## config.mk

```make
export PLATFORM = sky130hd
export DESIGN_NAME = lw_sram
export DESIGN_NICKNAME = d
export VERILOG_FILES = /design/src/rtl/lw_sram_pkg.sv /design/src/rtl/lw_cmd_pipe.sv /design/src/rtl/lw_wbuf.sv /design/src/rtl/lw_store.sv /design/src/rtl/lw_sram.sv
export SDC_FILE = /design/constraint.sdc
export NUM_CORES = 1
export LEC_CHECK = 0
export CAP_MARGIN = 0
export CELL_PAD_IN_SITES_DETAIL_PLACEMENT = 0
export CELL_PAD_IN_SITES_GLOBAL_PLACEMENT = 1
export CORE_ASPECT_RATIO = 0.8
export CORE_MARGIN = 4
export CORE_UTILIZATION = 44
export CTS_CLUSTER_DIAMETER = 60
export DETAILED_ROUTE_END_ITERATION = 8
export PLACE_DENSITY = 0.74
export SETUP_SLACK_MARGIN = 0.1
export SLEW_MARGIN = 25
export SYNTH_ARGS = -nofsm -noshare
export SYNTH_HDL_FRONTEND = slang
export SYNTH_SLANG_ARGS = --single-unit
```

## constraint.sdc

```tcl
create_clock -name clk -period 1.9 [get_ports clk]
set_input_delay 0.475 -clock clk [delete_from_list [all_inputs] [get_ports clk]]
set_output_delay 0.475 -clock clk [all_outputs]
set_load 0.05 [all_outputs]
```

## src/rtl/lw_sram_pkg.sv

```systemverilog
package lw_sram_pkg;

    typedef enum logic {
        XFER_SDR = 1'b0,
        XFER_DDR = 1'b1
    } xfer_e;

    typedef enum logic [1:0] {
        BEATS_NONE = 2'b00,
        BEATS_RISE = 2'b01,
        BEATS_BOTH = 2'b11
    } beats_e;

    function automatic beats_e beats_for(input logic is_read, input xfer_e x);
        if (!is_read)            return BEATS_NONE;
        else if (x == XFER_DDR)  return BEATS_BOTH;
        else                     return BEATS_RISE;
    endfunction

endpackage

```

## src/rtl/lw_cmd_pipe.sv

```systemverilog
module lw_cmd_pipe
    import lw_sram_pkg::*;
#(
    parameter int AW = 4
) (
    input  logic          clk,
    input  logic          rst,
    input  logic          cs_en,
    input  logic          wr_en,
    input  logic          ddr_sel,
    input  logic [AW-1:0] addr,
    output logic          s1_vld,
    output logic          s1_we,
    output xfer_e         s1_xfer,
    output logic [AW-1:0] s1_addr,
    output beats_e        s2_beats
);

    typedef struct packed {
        logic          vld;
        logic          we;
        xfer_e         xfer;
        logic [AW-1:0] addr;
    } stage_t;

    stage_t st1;

    // Stage 1: command capture
    always_ff @(posedge clk) begin
        if (rst) begin
            st1 <= '{vld: 1'b0, we: 1'b0, xfer: XFER_SDR, addr: '0};
        end else begin
            st1.vld  <= cs_en;
            st1.we   <= wr_en;
            st1.xfer <= xfer_e'(ddr_sel);
            st1.addr <= addr;
        end
    end

    // Stage 2: beat qualifiers for the read result
    always_ff @(posedge clk) begin
        if (rst) s2_beats <= BEATS_NONE;
        else     s2_beats <= beats_for(st1.vld && !st1.we, st1.xfer);
    end

    assign s1_vld  = st1.vld;
    assign s1_we   = st1.we;
    assign s1_xfer = st1.xfer;
    assign s1_addr = st1.addr;

    // a disabled cycle leaves the command stage idle
    assert_idle_stage_R8: assert property (@(posedge clk) disable iff (rst)
        !cs_en |=> !s1_vld);

endmodule

```

## src/rtl/lw_wbuf.sv

```systemverilog
module lw_wbuf #(
    parameter int AW = 4,
    parameter int DW = 8
) (
    input  logic            clk,
    input  logic            rst,
    input  logic            ld,
    input  logic [AW-1:0]   ld_addr,
    input  logic            ld_both,
    input  logic [2*DW-1:0] ld_data,
    input  logic [AW-1:0]   lk_addr,
    output logic            hit,
    output logic [2*DW-1:0] b_data,
    output logic            b_both,
    output logic            cm_we,
    output logic [AW-1:0]   cm_addr,
    output logic [2*DW-1:0] cm_data,
    output logic            cm_both
);

    typedef struct packed {
        logic            vld;
        logic [AW-1:0]   addr;
        logic            both;
        logic [2*DW-1:0] data;
    } entry_t;

    entry_t ent;

    always_ff @(posedge clk) begin
        if (rst) begin
            ent <= '0;
        end else if (ld) begin
            ent.vld  <= 1'b1;
            ent.addr <= ld_addr;
            ent.both <= ld_both;
            ent.data <= ld_data;
        end
    end

    // Comparator for the forwarding path
    assign hit     = ent.vld && (ent.addr == lk_addr);
    assign b_data  = ent.data;
    assign b_both  = ent.both;

    // The parked entry drains into the array as the next one arrives
    assign cm_we   = ld && ent.vld;
    assign cm_addr = ent.addr;
    assign cm_data = ent.data;
    assign cm_both = ent.both;

    // the parked entry only changes when a write's data is accepted
    assert_buf_hold_R8: assert property (@(posedge clk) disable iff (rst)
        !ld |=> $stable(ent));

endmodule

```

## src/rtl/lw_store.sv

```systemverilog
module lw_store #(
    parameter int AW = 4,
    parameter int DW = 8
) (
    input  logic            clk,
    input  logic            rst,
    input  logic            we,
    input  logic [AW-1:0]   waddr,
    input  logic [2*DW-1:0] wdata,
    input  logic            wboth,
    input  logic [AW-1:0]   raddr,
    output logic [2*DW-1:0] rdata
);

    localparam int WORDS = 1 << AW;

    logic [2*DW-1:0] words [WORDS];

    for (genvar w = 0; w < WORDS; w++) begin : g_word
        logic [DW-1:0] lo_q, hi_q;
        logic          sel;
        assign sel = we && (waddr == AW'(w));
        always_ff @(posedge clk) begin
            if (rst) begin
                lo_q <= '0;
                hi_q <= '0;
            end else if (sel) begin
                lo_q <= wdata[DW-1:0];
                if (wboth) hi_q <= wdata[2*DW-1:DW];
            end
        end
        assign words[w] = {hi_q, lo_q};
    end

    assign rdata = words[raddr];

    // a committed entry lands in the addressed location
    assert_commit_lo_R7: assert property (@(posedge clk) disable iff (rst)
        (!$past(rst) && $past(we)) |->
            words[$past(waddr)][DW-1:0] == $past(wdata[DW-1:0]));

    // a single-rate commit keeps the upper half
    assert_commit_hi_R4: assert property (@(posedge clk) disable iff (rst)
        (!$past(rst) && $past(we) && !$past(wboth)) |->
            words[$past(waddr)][2*DW-1:DW] == $past(words[waddr][2*DW-1:DW]));

endmodule

```

## src/rtl/lw_sram.sv

```systemverilog
module lw_sram
    import lw_sram_pkg::*;
#(
    parameter int AW = 4,
    parameter int DW = 8
) (
    input  logic            clk,
    input  logic            rst,
    input  logic            cs_en,
    input  logic            wr_en,
    input  logic            ddr_sel,
    input  logic [AW-1:0]   addr,
    input  logic [2*DW-1:0] wr_data,
    input  logic            out_en,
    output logic [2*DW-1:0] rd_data,
    output logic [1:0]      rd_beat_vld
);

    localparam int WW = 2 * DW;

    logic          s1_vld, s1_we;
    xfer_e         s1_xfer;
    logic [AW-1:0] s1_addr;
    beats_e        s2_beats;

    logic          s1_rd, s1_wr;
    logic          hit, b_both;
    logic [WW-1:0] b_data;
    logic          cm_we, cm_both;
    logic [AW-1:0] cm_addr;
    logic [WW-1:0] cm_data;
    logic [WW-1:0] arr_word, merged, shaped, dout_q;

    lw_cmd_pipe #(.AW(AW)) cmd_i (
        .clk      (clk),
        .rst      (rst),
        .cs_en    (cs_en),
        .wr_en    (wr_en),
        .ddr_sel  (ddr_sel),
        .addr     (addr),
        .s1_vld   (s1_vld),
        .s1_we    (s1_we),
        .s1_xfer  (s1_xfer),
        .s1_addr  (s1_addr),
        .s2_beats (s2_beats)
    );

    assign s1_rd = s1_vld && !s1_we;
    assign s1_wr = s1_vld && s1_we;

    lw_wbuf #(.AW(AW), .DW(DW)) wbuf_i (
        .clk     (clk),
        .rst     (rst),
        .ld      (s1_wr),
        .ld_addr (s1_addr),
        .ld_both (s1_xfer == XFER_DDR),
        .ld_data (wr_data),
        .lk_addr (s1_addr),
        .hit     (hit),
        .b_data  (b_data),
        .b_both  (b_both),
        .cm_we   (cm_we),
        .cm_addr (cm_addr),
        .cm_data (cm_data),
        .cm_both (cm_both)
    );

    lw_store #(.AW(AW), .DW(DW)) store_i (
        .clk   (clk),
        .rst   (rst),
        .we    (cm_we),
        .waddr (cm_addr),
        .wdata (cm_data),
        .wboth (cm_both),
        .raddr (s1_addr),
        .rdata (arr_word)
    );

    // Forwarding merge: the buffered lower half always wins on a hit,
    // the upper half only when the parked write was double-rate
    always_comb begin
        merged = arr_word;
        if (hit) begin
            merged[DW-1:0] = b_data[DW-1:0];
            if (b_both) merged[WW-1:DW] = b_data[WW-1:DW];
        end
        shaped = (s1_xfer == XFER_DDR) ? merged : {{DW{1'b0}}, merged[DW-1:0]};
    end

    always_ff @(posedge clk) begin
        if (rst)        dout_q <= '0;
        else if (s1_rd) dout_q <= shaped;
        else            dout_q <= '0;
    end

    assign rd_data     = out_en ? dout_q : '0;
    assign rd_beat_vld = s2_beats;

    // a read in the command stage yields a rising beat next cycle
    assert_read_lat_R3: assert property (@(posedge clk) disable iff (rst)
        s1_rd |=> rd_beat_vld[0]);

    // no result flags without a read one cycle earlier
    assert_no_spurious_R3: assert property (@(posedge clk) disable iff (rst)
        !s1_rd |=> rd_beat_vld == 2'b00);

    // falling beat only together with rising beat
    assert_beat_order_R10: assert property (@(posedge clk) disable iff (rst)
        rd_beat_vld != 2'b10);

    // single-rate results carry a zero upper half
    assert_sdr_upper_R5: assert property (@(posedge clk) disable iff (rst)
        rd_beat_vld == 2'b01 |-> rd_data[WW-1:DW] == '0);

endmodule

```

# Word-level counts from Yosys, hierarchy flattened
# Index checks and enable logic that the tools add are counted.
# word_totals
elab_cells	110
output_inout_bits	18
in_bits	26
regBits	303
# op_classes
reduce_logical	40
eq_ne	16
mux	7
bitwise	3
order_cmp	1
# op_table
cell	n
16-bit binary-select mux with 4-bit select	1
16-bit 2-to-1 mux	4
4-bit == test (second input constant)	8
2-bit AND reduction	16
1-bit logical AND	20
4-bit by 3-bit == test with 1-bit output (second input constant)	4
4-bit by 2-bit == test with 1-bit output (second input constant)	2
8-bit 2-to-1 mux	1
5-bit >= comparator (second input constant)	1
4-bit inverter with 5-bit output	1
4-bit by 1-bit == test with 1-bit output (second input constant)	1
4-bit == test	1
4-bit logical NOT	1
3-bit OR reduction	1
2-bit 2-to-1 mux	1
1-bit inverter	2
2-bit OR reduction	1
1-bit logical NOT	1

# Depth between registers and ports, before layout
# Gate-level depths: netlist (run 1).
# depth
ltp_word	6
mapped_depth	8

# Modules after synthesis
# Synthesis (run 1) repeated with hierarchy kept, for this count alone.
# unflattened
hier_cells	1575
area_unflattened_um2	13947.1
# modules_own_cells
mod	area_each_um2	cells_per_inst	seq_area_each_um2	instances
lw_store	11785.1	1359	5124.9	1
lw_wbuf	1126.1	115	440.4	1
lw_sram	774.5	83	320.3	1
lw_cmd_pipe	261.5	18	180.2	1

# Worst setup path before layout (run 1)
# Ideal clock, no wire load.
# synth_timing
path_type	register to register
start	register cmd_i.st1, in the netlist cmd_i.s1_addr[0]
end	register dout_q[7]
path_buffers	2
arrival_time_ns	1.675
slack_ns	0.108
required_ns	1.783
stages_incl_launch_ff	7
setup_time_ns	0.117
period_less_slack_ns	1.792
cell_sequence	dfxtp_1 buf_2 buf_2 mux4_2 a22oi_1 nand2_1 a22o_1
# synth_between
elab_chain_len	5
elab_cells_between_ends	7
cone_classes	1 x eq/ne; 4 x mux; 1 x bitwise; 1 x reduce/logical
# synth_rtl
element	line	text
from (decl)	lw_cmd_pipe.sv:26	stage_t st1;
from (signal assigned)	lw_cmd_pipe.sv:31	st1 <= '{vld: 1'b0, we: 1'b0, xfer: XFER_SDR, addr: '0};
4-bit inverter with 5-bit output (implied by the code)	lw_store.sv:35	assign rdata = words[raddr];
16-bit binary-select mux with 4-bit select	lw_store.sv:35	
16-bit 2-to-1 mux (implied by the code) (2 in a row)	lw_store.sv:35	
16-bit 2-to-1 mux *	lw_sram.sv:83	if (hit) begin
to (signal assigned)	lw_sram.sv:92	else if (s1_rd) dout_q <= shaped;
to (decl)	lw_sram.sv:32	logic [WW-1:0] arr_word, merged, shaped, dout_q;
# Every way passes the cells marked *; elsewhere a longest branch is shown, timed or not. The select of a mux whose other input is x is not followed.
# A chain may end at the register's enable or synchronous reset.

# Worst setup path after layout (run 1)
# layout_timing
start	register cmd_i.st1, in the netlist cmd_i.s1_addr[0]
end	register dout_q[12]
# layout_between
elab_chain_len	6
elab_cells_between_ends	8
cone_classes	1 x eq/ne; 5 x mux; 1 x bitwise; 1 x reduce/logical
# layout_rtl
element	line	text
4-bit inverter with 5-bit output (implied by the code)	lw_store.sv:35	
16-bit binary-select mux with 4-bit select	lw_store.sv:35	
16-bit 2-to-1 mux (implied by the code) (2 in a row)	lw_store.sv:35	
8-bit 2-to-1 mux	lw_sram.sv:85	if (b_both) merged[WW-1:DW] = b_data[WW-1:DW];
16-bit 2-to-1 mux *	lw_sram.sv:83	
# Marked as above.

==> results of run 1 <==
kinds of logic (layout without fill, tap and decap cells):
| group | after synthesis | in the layout | synth area share |
|---|---|---|---|
| AOI/OAI and AO/OA | 85 | 85 | 0.0456 |
| xor gates and xnor gates | 4 | 4 | 0.00269 |
| buffers and inverters | 105 | 191 | 0.0335 |
| DFF | 303 | 303 | 0.465 |
| muxes | 323 | 323 | 0.304 |
| and+or+nand+nor | 405 | 405 | 0.149 |
final cells by class:
cell class / instances / area, sq um / share of cell area
clock inverter: 12 / 166 / 0.0104
timing repair buffer: 132 / 1630 / 0.102
clock buffer: 45 / 908 / 0.0568
inverter: 2 / 7.51 / 0.000470
sequential: 303 / 6080 / 0.380
tap: 377 / 472 / 0.0295
multi-input combinational: 817 / 6720 / 0.420
layer usage:
metal / vias to the layer above / routed length [um] / GRT usage
met5: - / 0 / 0
met4: 0 / 654 / 0.0444
met3: 45 / 1260 / 0.0287
met2: 133 / 13600 / 0.289
met1: 4347 / 16300 / 0.300
li1: 4401 / - / -
critical path, delay by kind of cell, from the launching register on:
kind,cells,cell delay [ns]
multiplexers,1,0.51
AO/OA/AOI/OAI,3,0.45
flip-flops,1,0.39
buffers and inverters,3,0.38
worst max-delay path by stage:
stage | start | endpoint | slack, ns
2_1_floorplan | cmd_i.s1_addr[0]$_SDFF_PP0_ | dout_q[7]$_SDFF_PP0_ | 0.11
3_3_place_gp | out_en | rd_data[6] | -0.04
3_5_place_dp | out_en | rd_data[9] | -0.09
4_1_cts | cmd_i.s1_addr[0]$_SDFF_PP0_ | dout_q[7]$_SDFF_PP0_ | 0.05
5_1_grt | cmd_i.s1_addr[0]$_SDFF_PP0_ | dout_q[3]$_SDFF_PP0_ | 0.006
6_report | cmd_i.s1_addr[0]$_SDFF_PP0_ | dout_q[12]$_SDFF_PP0_ | 0.04
registers in the layout (all words and copies together), names as in the netlist:
| register | count |
|---|---|
| store_i.g_word.hi_q | 128 |
| store_i.g_word.lo_q | 128 |
| dout_q | 16 |
| wbuf_i.b_data | 16 |
| cmd_i.s1_addr | 4 |
| wbuf_i.cm_addr | 4 |
| cmd_i.s2_beats | 2 |
| cmd_i.s1_vld | 1 |
| cmd_i.s1_we | 1 |
| cmd_i.s1_xfer | 1 |
| wbuf_i.b_both | 1 |
| wbuf_i.ent | 1 |
through the flow:
step / total power, W / instances
after CTS: 0.0134 / 1683
final: 0.0133 / 1688
after detailed placement: 0.00706 / 1620
after global placement: 0.00705 / 1620
after global routing: 0.0138 / 1688
after floorplan: 0.00684 / 1225
synth_stat cells:
cell and number:
and3b_1 2, nand4_4 1, mux2_2 10, buf_2 19
and3_1 1, mux2i_1 256, or3b_4 1, and4_2 1
xnor2_1 4, nand2_1 56, nor2_1 263, inv_1 2
nand3_2 1, o21ai_0 3, o2bb2ai_1 8, and2_1 18
a22o_1 10, and4b_2 1, dfxtp_1 303, nand2b_1 3
clkbuf_1 74, a21oi_1 21, a211oi_1 4, nand3_1 14
o22ai_1 7, o31a_1 4, buf_1 6, nor4_4 2
buf_6 1, a22oi_1 23, nor3_4 12, o21a_1 4
and2_0 1, buf_4 3, nand4b_1 1, o21ai_1 1
nand4_2 4, nor3_2 3, nor2b_1 17, mux4_2 57
nor3_1 1, nand3b_1 2
repair_timing:
item	4_1_cts	5_1_grt
pin swaps	6	10
cloned	2	1
endpoints found under the setup margin	37	96
buffers inserted	4	5
gates resized for setup	36	20
hold endpoints to repair	0	0
power groups by stage:
stage / sequential (W) / combinational [W] / clock (W)
floorplan: 0.00652 / 0.000316 / 0
global placement: 0.00657 / 0.000485 / 0
detailed placement: 0.00657 / 0.000486 / 0
CTS: 0.00643 / 0.000523 / 0.00649
global route: 0.00643 / 0.000589 / 0.00676
finish: 0.00643 / 0.000550 / 0.00635
==> results.md, run 1 <==
* Root Buffer: clkbuf_16
* Initial antenna violation count at 0
* Max_slew headroom at 0.408
* # DRC at 0
* Most common cell after layout, fill and taps aside: dfxtp_1
* Fmax at between 0.5 and 0.6 GHz
* VDD IR-drop max at 0.615 mV
* Die area at 32500 sq um
* CP Class: reg -> reg
* Worst R2R Setup Slack at 0.04 ns
* Placed Area at about 15000 sq um
* Gr usage total at 0.194
* Largest stage delay, worst path at approximately 0.51 ns
* Die height at roughly 160 um
* Area share of the largest cell type after synthesis at 0.465
* Drt wl/cell at about 19 um
* Outcome: finished clean
* Internal power at between 0.01 and 0.015 W
* Diodes inserted at 0
* Reg-to-reg startpoint: cmd_i.s1_addr[0]$_SDFF_PP0_
* Commonest cells after routing, fill and taps aside: dfxtp_1 (297), nor2_1 (263), mux2i_1 (256), buf_4 (60), mux4_2 (57)
* HP Start: rst
* First-pass iteration count of the detailed router at 5
* CTS buffer count at 31
* Worst Clk Skew at between 0.01 and 0.015 ns
* Vias in the first global route at about 9000
* Hold EP: cmd_i.s2_beats[0]$_SDFF_PP0_
* Setup TNS at 0 ns
* Crit end category: register
* Vias per cell at 5.29
* Area of the core at approximately 30000 sq um
* Dpl ws at -0.0853 ns
* Largest net degree at the start of global routing at 168
* Starting DRT DRC Count at 540
* Distinct cell type count after synthesis at 42
* Sw Share at 0.216
* CP max-delay cell: mux4_2
* Port-buffer cells at 43
* WHS at 0.416 ns
* Total gr overflow at 0
* Final HPWL DP at ~20 mm
* Synthesized area at approximately 13000 sq um
* Nets at between 1000 and 1500
* Final min period at about 1.9 ns
* DR vias at a little under 9000
* Std cell rows at 56
* First-pass GRT wire length at between 50 and 60 mm
* Crit path DAT at approximately 2.3 ns
* Ranking of synthesized cells by area: dfxtp_1 (47%), mux2i_1 (20%), mux4_2 (9.8%), nor2_1 (7.6%), clkbuf_1 (2.1%)
* Worst Hold Depth at 4
* P&R area growth vs syn at 22.6%
* Combinational fraction of design power at 0.041
* Final Util at 0.546
* # setup viols final at 0
* Reg2Reg Depth at 7
* Synth area leader: dfxtp_1
* Crit start category: register
* Synth Area per Inst at roughly 11 sq um
* Synth Register Bits at around 300
* Clk slew on worst S/H paths at around 0.06 ns
* Cell area after layout at 16000 sq um
* Clock network power share at 0.477
* Critical path, cell by cell: buf_12 -> buf_12 -> clkbuf_16 -> mux4_2 -> a22oi_2 -> o31a_1 -> o2bb2ai_1
* Worst setup margin at 0.0421 ns
* GPL Wtd Cong at 0.775
* Initial Util at 0.445
* Clock Tree Buf Depth at 3
* Leak Pwr at 6.45 nW
* Most used cell, CP: buf_12
* Hold buffers post-CTS at 0
* WL final at around 32 mm
* Syn. warnings at 0
* Crit Reg-Reg Endpoint: dout_q[12]$_SDFF_PP0_
* Worst Hold Class: in -> reg
* Final hold viol count at 0
* Cell Pwr Density at roughly 830 nW/um^2
* CP max FO at 5
* Fin crit share at 0.978
* # H-tree levels at 1
* Total clock sinks at between 300 and 400
* Sw power at around 0.0029 W
* Post-Syn Nets at approximately 1300
* Clk_lat worst skew at between 0.5 and 0.6 ns
* CTS tree: built
* Routed Antenna Nets at 0
* Layout cells sized above 1 at 0.227
* Worst path required time at around 2.3 ns
* Seq pwr share at 0.482
* Final Max Tran Viols at 0
* Unrepaired setup endpoints after global routing: yes
* Synthesized netlist cell count at approximately 1200
* Register area share after synthesis at 0.465
* Fillers at ~2600
* Max cap viols at 0
* Top Ports at 44
* Die Span X at about 200 um
* Measured slew at the worst slew-check pin at roughly 0.9 ns
Power figures use the tool's default switching activity.
==> inputs of run 2 (changes only) <==
- ABC_AREA: unset -> 1
- CORE_UTILIZATION: 44 -> 41
- CTS_CLUSTER_SIZE: unset -> 10
- PLACE_DENSITY: 0.74 -> 0.76
==> run 2 against run 1 <==
Net effect: sequential share of layout area up 0.53 points; sequential power is essentially flat; critical path type is now in -> out; core utilization fell by 6.5 points; global-route usage is 2.7 points higher; combinational power grew 91%; sequential cell count unchanged.
==> results.md, run 2 <==
* Distinct cell type count after synthesis at 29 (was 42)
* Worst R2R Setup Slack at 0.22 ns (was 0.04 ns)
* Worst Clk Skew at 0.0168 ns (was 0.0134 ns)
* Vias in the first global route at 11191 (was 8747)
* Final hold viol count at 0 (unchanged)
* Critical path, cell by cell: clkdlybuf4s15_2 -> bufbuf_16 -> nand2_2 -> clkinvlp_4 -> buf_12 (was buf_12 -> buf_12 -> clkbuf_16 -> mux4_2 -> a22oi_2 -> o31a_1 -> o2bb2ai_1)
* CP Class: in -> out (was reg -> reg)
* Clk slew on worst S/H paths at 0.05 ns (was 0.06 ns)
* Top Ports at 44 (unchanged)
* P&R area growth vs syn at 14.9% (was 22.6%)
* Worst path required time at 1.42 ns (was 2.34 ns)
* Area of the core at 32800 sq um (was 29300 sq um)
* Reg-to-reg startpoint: cmd_i.s1_addr[1]$_SDFF_PP0_ (was cmd_i.s1_addr[0]$_SDFF_PP0_)
* DR vias at 12355 (was 8926)
* Synth Area per Inst at 7.02 sq um (was 10.6 sq um)
* Combinational fraction of design power at 0.077 (was 0.041)
* Root Buffer: clkbuf_16 (unchanged)
* Synth Register Bits at 303 (unchanged)
* Outcome: finished clean (unchanged)
* Final HPWL DP at 25.7 mm (was 20.5 mm)
* Most common cell after layout, fill and taps aside: nand2_1 (was dfxtp_1)
* Area share of the largest cell type after synthesis at 0.442 (was 0.465)
* Async SR Flop Fraction at 0 (unchanged)
* Drt wl/cell at 17.1 um (was 18.9 um)
* Final min period at 1.76 ns (was 1.86 ns)
* Fmax at 0.570 GHz (was 0.538 GHz)
* Final Max Tran Viols at 0 (unchanged)
* Placed Area at 14700 sq um (was 14500 sq um)
* CP max-delay cell: bufbuf_16 (was mux4_2)
* Die Span X at 212 um (was 200 um)
* Die area at 36400 sq um (was 32500 sq um)
* Gr usage total at 0.221 (was 0.194)
* Main combinational cell family by area after synthesis: simple AND/OR/NAND/NOR gates (was multiplexers)
* Final Util at 0.481 (was 0.546)
* Max_slew headroom at 0.522 (was 0.408)
* Routed Antenna Nets at 0 (unchanged)
* Max cap viols at 0 (unchanged)
* Crit end category: output port (was register)
* Worst Hold Class: reg -> reg (was in -> reg)
* Seq pwr share at 0.474 (was 0.482)
* Port-buffer cells at 43 (unchanged)
* Post-Syn Nets at 1978 (was 1251)
* Std cell rows at 59 (was 56)
* Crit path DAT at 1.28 ns (was 2.30 ns)
* Largest registers: store_i.g_word.hi_q (128), store_i.g_word.lo_q (128) (unchanged)
* Cell Pwr Density at 861 nW/um^2 (was 834 nW/um^2)
* Synthesized netlist cell count at 1952 (was 1225)
* First-pass iteration count of the detailed router at 5 (unchanged)
* Synthesized area at 13700 sq um (was 13000 sq um)
* Worst Path Buf+Inv at 4 (was 3)
* Starting DRT DRC Count at 1165 (was 540)
* Levels on crit path at 5 (was 7)
* Fillers at 3355 (was 2596)
* Synth area leader: dfxtp_1 (unchanged)
* CP delay by family, top: buffers and inverters (was multiplexers)
* Commonest cells after routing, fill and taps aside: nand2_1 (319), dfxtp_1 (300), o21ai_0 (262), a21oi_1 (261), inv_1 (226) (was dfxtp_1 (297), nor2_1 (263), mux2i_1 (256), buf_4 (60), mux4_2 (57))
* Clk_lat worst skew at 0.53 ns (was 0.56 ns)
* CTS buffer count at 36 (was 31)
* First-pass GRT wire length at 64.5 mm (was 51.4 mm)
* # H-tree levels at 2 (was 1)
* Sw Share at 0.248 (was 0.216)
* CP max FO at 8 (was 5)
* Internal power at 0.0102 W (was 0.0104 W)
* Commonest cells in the netlist: nand2_1 (328), dfxtp_1 (303), o21ai_0 (262) (was dfxtp_1 (303), nor2_1 (263), mux2i_1 (256))
* Total gr overflow at 0 (unchanged)
* Synth Area in Adders at 0 (unchanged)
* Initial antenna violation count at 0 (unchanged)
* Placed Cells at 2333 (was 1620)
* Total clock sinks at 303 (unchanged)
* Largest net degree at the start of global routing at 59 (was 168)
* Unrepaired setup endpoints after global routing: yes (unchanged)
* Leak Pwr at 6.45 nW (about the same)
* Crit Reg-Reg Endpoint: dout_q[2]$_SDFF_PP0_ (was dout_q[12]$_SDFF_PP0_)
* Nets at 1972 (was 1313)
* Number of synthesized flops with an enable pin at 0 (unchanged)
* Initial Util at 0.418 (was 0.445)
* Post-Synth XOR/XNOR Area at 0.000639 (was 0.00269)
* Clock Tree Buf Depth at 3 (unchanged)
* Fin cells at 2378 (was 1688)
* Diodes inserted at 0 (unchanged)
* Synth Area in Compound Gates at 0.203 (was 0.0456)
* Mux cell area share after synthesis at 0 (was 0.304)
* Vias per cell at 5.20 (was 5.29)
* Sw power at 0.00337 W (was 0.00288 W)
* Ranking of synthesized cells by area: dfxtp_1 (44%), o21ai_0 (9.6%), a21oi_1 (9.5%), nand2_1 (9.0%), nand3_1 (6.9%) (was dfxtp_1 (47%), mux2i_1 (20%), mux4_2 (9.8%), nor2_1 (7.6%), clkbuf_1 (2.1%))
* Most common cell in the netlist: nand2_1 (was dfxtp_1)
* Hold EP: store_i.g_word[3].hi_q[0]$_SDFFE_PP0P_ (was cmd_i.s2_beats[0]$_SDFF_PP0_)
* Reg2Reg Depth at 9 (was 7)
* Layout cells sized above 1 at 0.0969 (was 0.227)
* WHS at 0.444 ns (was 0.416 ns)
* Top_reg_cell synth: dfxtp_1 (unchanged)
* WL final at 40.6 mm (was 31.9 mm)
* CTS tree: built (unchanged)
* Cell area after layout at 15800 sq um (was 16000 sq um)
* # DRC at 0 (unchanged)
* Fin crit share at 0.924 (was 0.978)
* Clock network power share at 0.449 (was 0.477)
* VDD IR-drop max at 0.501 mV (was 0.615 mV)
* Post-synthesis simple-gate area fraction at 0.228 (was 0.149)
* Measured slew at the worst slew-check pin at 0.716 ns (was 0.885 ns)
* Crit start category: primary input (was register)
* GPL Wtd Cong at 0.828 (was 0.775)
* Largest stage delay, worst path at 0.28 ns (was 0.51 ns)
* HP Start: store_i.g_word[3].hi_q[0]$_SDFFE_PP0P_ (was rst)
* Worst Hold Depth at 2 (was 4)
* Die height at 172 um (was 162 um)
* Syn. warnings at 0 (unchanged)
* Setup TNS at 0 ns (unchanged)
* Register area share after synthesis at 0.442 (was 0.465)
* # setup viols final at 0 (unchanged)
run 2: changes by cell type after synthesis, sizes merged, moves of 98 or more:
| cell | previous run | this run |
|---|---|---|
| inv | 2 | 245 |
| nand2 | 56 | 338 |
| o21ai | 4 | 282 |
| a21oi | 21 | 261 |
| nand3 | 15 | 195 |
| nor2 | 263 | 165 |
| mux2i | 256 | 0 |
run 2: worst reg2reg max path, cell delays in order, from the launching register on:
cell     delay [ns]
dfxtp_2        0.38
buf_12         0.26
buf_12         0.29
nor2_1         0.12
nand2_1        0.06
nand3_1        0.14
nand3_1        0.16
nand3_1        0.09
nand2_1        0.06
inv_1          0.03
run 2: cell families (layout without fill, tap and decap cells):
logic type / after synthesis / after routing
AOI/OAI and AO/OA: 551 / 551
xor gates and xnor gates: 1 / 1
DFF: 303 / 303
buffers and inverters: 396 / 395
and+or+nand+nor: 701 / 701
run 2: power by group through the flow:
stage / logic, W / registers (W) / clock network, W
global placement: 0.00102 / 0.00657 / 0
floorplan: 0.000630 / 0.00655 / 0
detailed placement: 0.00102 / 0.00657 / 0
CTS: 0.00104 / 0.00643 / 0.00620
global route: 0.00116 / 0.00643 / 0.00640
finish: 0.00105 / 0.00643 / 0.00608
run 2: repair_timing:
action                                  4_1_cts  5_1_grt
setup buffers                                 0        1
endpoints found under the hold margin         0        0
resized for setup                             6       13
pin swaps                                     0        1
hold buffers                                  0        0
gates cloned                                  1        0
endpoints found under the setup margin       21       63
run 2: worst max-delay path by stage:
stage | startpoint | to
after global placement | out_en | rd_data[1]
after detailed placement | out_en | rd_data[2]
after CTS | wbuf_i.ent[21]$_SDFFE_PP0N_ | store_i.g_word[5].hi_q[0]$_SDFFE_PP0P_
final | out_en | rd_data[12]
after floorplan | out_en | rd_data[0]
after global routing | wbuf_i.ent[21]$_SDFFE_PP0N_ | store_i.g_word[14].hi_q[5]$_SDFFE_PP0P_
run 2: final cells by class:
class / instances / area, sq um / share of cell area
sequential: 303 / 6070 / 0.385
multi-input combinational: 1253 / 5960 / 0.379
timing repair buffer: 106 / 1250 / 0.0794
inverter: 246 / 970 / 0.0616
clock buffer: 39 / 933 / 0.0593
tap: 427 / 534 / 0.0339
clock inverter: 4 / 27.5 / 0.00175
run 2: routing by layer:
| metal | track usage | vias up | wire, um |
|---|---|---|---|
| met5 | 0 | - | 0 |
| met4 | 0.0540 | 0 | 711 |
| met3 | 0.0367 | 53 | 2530 |
| met2 | 0.310 | 308 | 16500 |
| met1 | 0.351 | 5729 | 20900 |
| li1 | - | 6265 | - |
run 2: per-stage QoR:
step	setup slack [ns]	total power, W
floorplan	0.140	0.00718
global route	0.0674	0.0140
detailed placement	-0.0458	0.00759
finish	0.144	0.0136
CTS	0.116	0.0137
global placement	-0.0395	0.00759
